## src/rtl/bitmat_pkg.sv

```systemverilog
package bitmat_pkg;
    typedef enum logic [1:0] {
        MD_XOR = 2'b00,
        MD_OR  = 2'b01,
        MD_AND = 2'b10,
        MD_TRN = 2'b11
    } bm_mode_e;

    typedef enum logic {
        ST_IDLE = 1'b0,
        ST_HOLD = 1'b1
    } bm_state_e;
endpackage

```

## src/rtl/bitmat_transpose.sv

```systemverilog
module bitmat_transpose #(
    parameter int DIM = 8,
    localparam int W = DIM * DIM
) (
    input  logic [W-1:0] mat_i,
    output logic [W-1:0] mat_o
);
    // bit k of row j moves to bit j of row k
    for (genvar j = 0; j < DIM; j++) begin : g_row
        for (genvar k = 0; k < DIM; k++) begin : g_col
            assign mat_o[DIM*k + j] = mat_i[DIM*j + k];
        end
    end
endmodule

```

## src/rtl/bitmat_cell.sv

```systemverilog
module bitmat_cell #(
    parameter int DIM = 8
) (
    input  bitmat_pkg::bm_mode_e mode,
    input  logic [DIM-1:0]       row,
    input  logic [DIM-1:0]       col,
    input  logic                 k_bit,
    output logic                 bit_o
);
    import bitmat_pkg::*;

    logic [DIM-1:0] meet;
    assign meet = row & col;

    always_comb begin
        unique case (mode)
            MD_XOR:  bit_o = (^meet) ^ k_bit;
            MD_OR:   bit_o = |meet;
            MD_AND:  bit_o = &meet;
            default: bit_o = 1'b0;
        endcase
    end
endmodule

```

## src/rtl/bitmat_unit.sv

```systemverilog
module bitmat_unit #(
    parameter int DIM = 8,
    localparam int W = DIM * DIM
) (
    input  logic           clk,
    input  logic           rst_n,
    input  logic           in_valid,
    input  logic [1:0]     mode,
    input  logic [DIM-1:0] imm,
    input  logic [W-1:0]   opa,
    input  logic [W-1:0]   opb,
    output logic           out_valid,
    output logic [W-1:0]   result
);
    import bitmat_pkg::*;

    bm_mode_e  md;
    bm_state_e state_q, state_d;
    logic [W-1:0] cols_b, trn_a, prod, next_res;

    assign md = bm_mode_e'(mode);

    bitmat_transpose #(.DIM(DIM)) u_colgen (.mat_i(opb), .mat_o(cols_b));
    bitmat_transpose #(.DIM(DIM)) u_trn    (.mat_i(opa), .mat_o(trn_a));

    for (genvar r = 0; r < DIM; r++) begin : g_r
        for (genvar c = 0; c < DIM; c++) begin : g_c
            bitmat_cell #(.DIM(DIM)) u_cell (
                .mode  (md),
                .row   (opa[r*DIM +: DIM]),
                .col   (cols_b[c*DIM +: DIM]),
                .k_bit (imm[c]),
                .bit_o (prod[r*DIM + c])
            );
        end
    end

    assign next_res = (md == MD_TRN) ? trn_a : prod;

    // next-state
    always_comb begin
        unique case (state_q)
            ST_IDLE: state_d = in_valid ? ST_HOLD : ST_IDLE;
            ST_HOLD: state_d = in_valid ? ST_HOLD : ST_IDLE;
            default: state_d = ST_IDLE;
        endcase
    end

    // state register
    always_ff @(posedge clk) begin
        if (!rst_n) state_q <= ST_IDLE;
        else        state_q <= state_d;
    end

    // outputs
    always_ff @(posedge clk) begin
        if (!rst_n)        result <= '0;
        else if (in_valid) result <= next_res;
    end

    assign out_valid = (state_q == ST_HOLD);

    a_r1_reset_clear: assert property (@(posedge clk)
        !rst_n |=> (!out_valid && result == '0));
    a_r2_valid_rise: assert property (@(posedge clk) disable iff (!rst_n)
        in_valid |=> out_valid);
    a_r2_valid_fall: assert property (@(posedge clk) disable iff (!rst_n)
        !in_valid |=> !out_valid);
    a_r3_hold_result: assert property (@(posedge clk) disable iff (!rst_n)
        !in_valid |=> $stable(result));
    a_r7_trn_corner: assert property (@(posedge clk) disable iff (!rst_n)
        (in_valid && mode == 2'b11) |=> (result[1] == $past(opa[DIM])
                                        && result[DIM] == $past(opa[1])));
endmodule

```

## config.mk

```make
export PLATFORM = sky130hd
export DESIGN_NAME = bitmat_unit
export DESIGN_NICKNAME = d
export VERILOG_FILES = /design/src/rtl/bitmat_pkg.sv /design/src/rtl/bitmat_transpose.sv /design/src/rtl/bitmat_cell.sv /design/src/rtl/bitmat_unit.sv
export SDC_FILE = /design/constraint.sdc
export NUM_CORES = 1
export LEC_CHECK = 0
export BUFFER_PORTS_ARGS = -buffer_cell sky130_fd_sc_hd__buf_2
export CAP_MARGIN = 10
export CORE_UTILIZATION = 45
export CTS_CLUSTER_SIZE = 14
export DETAILED_ROUTE_END_ITERATION = 10
export GPL_TIMING_DRIVEN = 0
export PLACE_DENSITY = 0.67
export SLEW_MARGIN = 20
export SYNTH_ARGS = -nofsm -noshare
export SYNTH_HDL_FRONTEND = slang
export SYNTH_SLANG_ARGS = --single-unit
```

## constraint.sdc

```tcl
create_clock -name clk -period 6.5 [get_ports clk]
set_clock_uncertainty 0.2 [all_clocks]
set_input_delay 1.625 -clock clk [delete_from_list [all_inputs] [get_ports clk]]
set_output_delay 1.625 -clock clk [all_outputs]
set_load 0.02 [all_outputs]
```

# Word-level counts from Yosys, hierarchy flattened
# Cells that the tools add are included.
word_totals:
  regBits: 65
  inputBits: 141
  output_inout_bits: 65
  elab_cells: 392
classes:
  n_eq_ne: 3
  muxes: 66
  bitwise: 128
  n_reduce_logical: 193
op_table:
  columns: ["op", "count"]
  rows:
  - ["bitwise AND 8 bit", 64]
  - ["AND reduction 8 bit", 64]
  - ["OR reduction 8 bit", 64]
  - ["XOR reduction 8 bit", 64]
  - ["one-hot mux 1 bit (3 select lines)", 64]
  - ["2-to-1 mux 64 bit", 1]
  - ["bitwise XOR 1 bit", 64]
  - ["== test 2 bit (second input constant)", 2]
  - ["== test 2 x 1 -> 1 bit (second input constant)", 1]
  - ["zero test 2 bit", 1]
  - ["2-to-1 mux 1 bit", 1]

# Logic depth before layout (Yosys ltp)
logic_depth:
  word_depth: 5
  ltp_mapped: 8
  mapped_depth_nobuf: 7

# Modules after synthesis
# From an unflattened synthesis, not the netlist that was laid out.
hier_totals:
  cells_unflattened: 2562
  area_unflattened_um2: 19685.1
by_module_without_submodules:
  columns: ["module", "n_inst", "cells_each", "area_each_um2", "seq_area_each_um2"]
  rows:
  - ["bitmat_cell (g_r[1].g_c[7].u_cell ...)", 49, 32, 237.7, 0.0]
  - ["bitmat_cell (g_r[0].g_c[0].u_cell ...)", 15, 33, 251.5, 0.0]
  - ["bitmat_unit", 1, 371, 3303.2, 1301.2]
  - ["bitmat_transpose", 2, 64, 480.5, 0.0]

# Least setup slack after synthesis
# No wires, ideal clock.
synth_timing:
  path_type: "input to register"
  start: "input port opa[63]"
  end: "register result[61]"
  setup_time_ns: 0.122
  t_arrival_ns: 2.969
  required_ns: 6.178
  path_slack_ns: 3.209
  path_stages: 7
  n_path_buf: 1
  path_cell_list: "clkbuf_1 nand2_1 ha_1 xnor3_1 xnor2_1 a22oi_1 o21ai_1"
synth_via:
  elab_chain_cells: 5
  elab_cells_between_ends: 7
  classes_between: "mux (2); bitwise (2); reduce/logical (3)"
synth_lines:
  columns: ["element", "line_no", "text"]
  rows:
  - ["from (decl)", "bitmat_unit.sv:10", "input logic [W-1:0] opa,"]
  - ["bitwise AND 8 bit *", "bitmat_cell.sv:13", "assign meet = row & col;"]
  - ["XOR reduction 8 bit", "bitmat_cell.sv:17", "MD_XOR: bit_o = (^meet) ^ k_bit;"]
  - ["bitwise XOR 1 bit", "bitmat_cell.sv:17", null]
  - ["one-hot mux 1 bit (3 select lines) *", "bitmat_cell.sv:16", "unique case (mode)"]
  - ["2-to-1 mux 64 bit *", "bitmat_unit.sv:38", "assign next_res = (md == MD_TRN) ? trn_a : prod;"]
  - ["to (signal assigned)", "bitmat_unit.sv:58", "else if (in_valid) result <= next_res;"]
  - ["to (decl)", "bitmat_unit.sv:13", "output logic [W-1:0] result"]
# Mark *: on every way between the ends. The rest lies on a longest branch, timed or not.
# A chain may end at the register's enable or synchronous reset.

# Worst setup path in the final report
layout_timing:
  start: "input port opb[61]"
  end: "register result[53]"
layout_via:
  elab_chain_cells: 5
  elab_cells_between_ends: 7
  classes_between: "mux (2); bitwise (2); reduce/logical (3)"
layout_lines:
  columns: ["element", "line_no", "text"]
  rows:
  - ["from (decl)", "bitmat_unit.sv:11", "input logic [W-1:0] opb,"]
  - ["bitwise AND 8 bit *", "bitmat_cell.sv:13", null]
  - ["XOR reduction 8 bit", "bitmat_cell.sv:17", null]
  - ["bitwise XOR 1 bit", "bitmat_cell.sv:17", null]
  - ["one-hot mux 1 bit (3 select lines) *", "bitmat_cell.sv:16", null]
  - ["2-to-1 mux 64 bit *", "bitmat_unit.sv:38", null]
# Marks and branches as above.

==> results by group <==
Outcome
  • Run status: complete, no violations

Die
  • Core ar.: 39010 µm²
  • Die Y: 201.6 µm
  • Die W: 201.6 µm
  • FP Rows: 72
  • Initial Utilization: 45.94%
  • DIE AREA: 40630 µm²
  • Ports: 206

Synthesis
  • Yosys cell types: 27
  • Register area share after synthesis: 7.261%
  • Synth Register Bits: 65
  • Yosys warns: 0
  • Most used DFF post-synth: dfxtp_1
  • Post-synth EDFFs: 0
  • Mapped Cells: 2417
  • Synth Area per Inst: 7.415 µm²
  • Commonest cells post-synth: ha_1, inv_1, nand2_1, clkbuf_1, nand4_1
  • Cell Area, Synth: 17920 µm²
  • Mapped Nets: 3070
  • Area contributors post-synth: ha_1, inv_1, nand2_1, xnor3_1, dfxtp_1
  • Area leader, netlist: ha_1
  • Synth async-reset ratio: 0%
  • Post-synth top area share: 35.75%

Critical path
  • Reg2reg start: result[22]$_SDFFE_PN0P_
  • Setup crit start: opb[61]
  • CP required: 6.55 ns
  • Critical path type: input pin to register
  • R2R Path End: result[22]$_SDFFE_PN0P_
  • Worst path arrival time: 3.83 ns
  • CP Max Fanout: 8
  • R2R depth: 2
  • Crit path to: result[53]$_SDFFE_PN0P_
  • Reg-to-reg slack, setup: 5.55 ns
  • Startpoint type of the worst setup path: input pin
  • CP Capture Type: register

Route
  • Post-Route WL: 79.28 mm
  • Post-route DRC: 0
  • DR vias: 17.83k
  • Vias per cell: 5.876
  • Wire length per cell: 26.13 µm
  • Iter 0 DRT Violations: 1844
  • DRT antenna net count: 0
  • Drt pass-1 iters: 5

Timing
  • Setup TNS: 0 ns
  • Fin. max-slew vios: 0
  • Max-slew headroom: 17.25%
  • Fin. Hold Viols: 0
  • Maximum clock rate: 264.0 MHz
  • Fin crit share: 58.28%
  • Setup slack after layout: 2.712 ns
  • RSZ-0062 raised after global routing: no
  • Final Critical Period: 3.788 ns
  • Setup Viol. Count Final: 0
  • Worst Max-Slew Pin Slew: 1.241 ns

Cells and area
  • Design area: 19250 µm²
  • Diode count: 0
  • Final core occ: 49.36%
  • Share of cells above drive strength 1: 5.882%
  • Area growth syn-to-layout: 7.429%
  • NumNets Final: 3165
  • Filler Cell Count: 3837
  • Non-Filler Instances: 3034

Placed design
  • Port bufs: 84
  • Pre-CTS setup slack: 2.438 ns
  • Placed Cells incl. Taps: 3019
  • Detailed placement HPWL: 55.02 mm
  • Cell area after placement: 18990 µm²
  • Gpl congestion: 0.9732

Clock tree
  • H-Tree Depth: 3
  • Clk sinks: 65
  • Hold buffer count at CTS: 0
  • Clk_lat worst skew: 0.37 ns
  • PostCTS Resize Cnt: 0
  • Clock root buffer: clkbuf_16
  • TritonCTS clock tree: built
  • Setup Fix Bufs, Post-CTS: 0
  • Worst-path clk slew: 0.07 ns
  • CTS Buf Count: 9
  • CTS max path bufs: 2

GRT
  • Largest net degree at the start of global routing: 11
  • Grt ovf: 0
  • Tot GR Track Use: 38.54%
  • Global-route wire length before repair: 112.7 mm
  • Vias in the first global route: 17.56k
  • Initial antenna violation count: 6

Power
  • Leak: 12.26 nW
  • P per Cell Area: 127.3 nW/µm²
  • VDD IR-drop max: 0.1247 mV

Flow run
  • Max-cap violation count: 0

Worst hold path
  • Hold Crit Start: result[55]$_SDFFE_PN0P_
  • Min-delay worst type: register to register
## sequential cells by signal, summed over array words and instances, names as in the netlist
signal,flops
out_valid,1
result,64
## worst max-delay path, cell delays in order
cell and delay [ns]:
clkbuf_1 0.84, nand2_1 0.19, ha_1 0.34, xnor3_1 0.42, xnor2_1 0.16, a22oi_1 0.15
o21ai_1 0.09
## cells by family after synthesis
| group | Yosys count | synth area share, % |
|---|---|---|
| AO/OA/AOI/OAI | 317 | 10.97 |
| buffers and inverters | 680 | 15.22 |
| AND/OR/NAND/NOR | 651 | 16.50 |
| XOR/XNOR | 192 | 14.30 |
| flip-flops | 65 | 7.261 |
| adder cells (fa/ha/maj) | 512 | 35.75 |
## layer usage
layer  global-route usage (%)  part of all wire (%)
met1                    45.49                    37
met2                    59.40                    42
met5                        0                 0.019
met3                    9.783                    12
met4                    30.60                   9.3
## final cells by class
cell class	instances	area (µm²)	share of cell area [%]
timing repair buffer	84	420.4	2.184
tap	518	648.1	3.366
multi-input combinational	1672	13890	72.16
clock inverter	4	20.02	0.1040
buffer	168	805.8	4.185
clock buffer	11	242.7	1.261
sequential	65	1301	6.759
inverter	512	1922	9.982
## how the worst min path moves through the flow
stage | slack [ns] | end | depth (start not counted)
5_1_grt | 0.31 | result[55]$_SDFFE_PN0P_ | 2
3_3_place_gp | 0.28 | result[63]$_SDFFE_PN0P_ | 2
2_1_floorplan | 0.40 | result[61]$_SDFFE_PN0P_ | 2
4_1_cts | 0.29 | result[55]$_SDFFE_PN0P_ | 2
3_5_place_dp | 0.28 | result[55]$_SDFFE_PN0P_ | 2
6_report | 0.29 | result[55]$_SDFFE_PN0P_ | 2
## layout by cell type (no fill, tap or decap), drive strengths merged
master | netlist | final
nor2b | 4 | 4
xnor3 | 64 | 64
inv | 512 | 512
dfxtp | 65 | 65
o21a | 61 | 61
o21ai | 189 | 189
nand4 | 128 | 128
xor2 | 64 | 64
and2 | 65 | 65
clkbuf | 138 | 149
a21oi | 3 | 3
nand2b | 1 | 1
a22oi | 64 | 64
clkinv | 0 | 4
nor2 | 3 | 3
buf | 30 | 114
nor3b | 1 | 1
xnor2 | 64 | 64
nand2 | 449 | 449
ha | 512 | 512
## through the flow
| step | power [mW] | hold WS (ns) |
|---|---|---|
| 2_1_floorplan | 1.477 | 0.4020 |
| 3_3_place_gp | 1.874 | 0.2823 |
| 3_5_place_dp | 1.911 | 0.2761 |
| 4_1_cts | 2.411 | 0.2904 |
| 5_1_grt | 2.555 | 0.3115 |
| 6_report | 2.450 | 0.2894 |
## power by group
group	leakage [nW]	internal (mW)	switching, mW
clock network	0.135	0.265	0.239
registers	0.537	0.442	0.0359
logic	11.6	0.598	0.870
total	12.3	1.31	1.15
(Power assumes the default switching activity.)
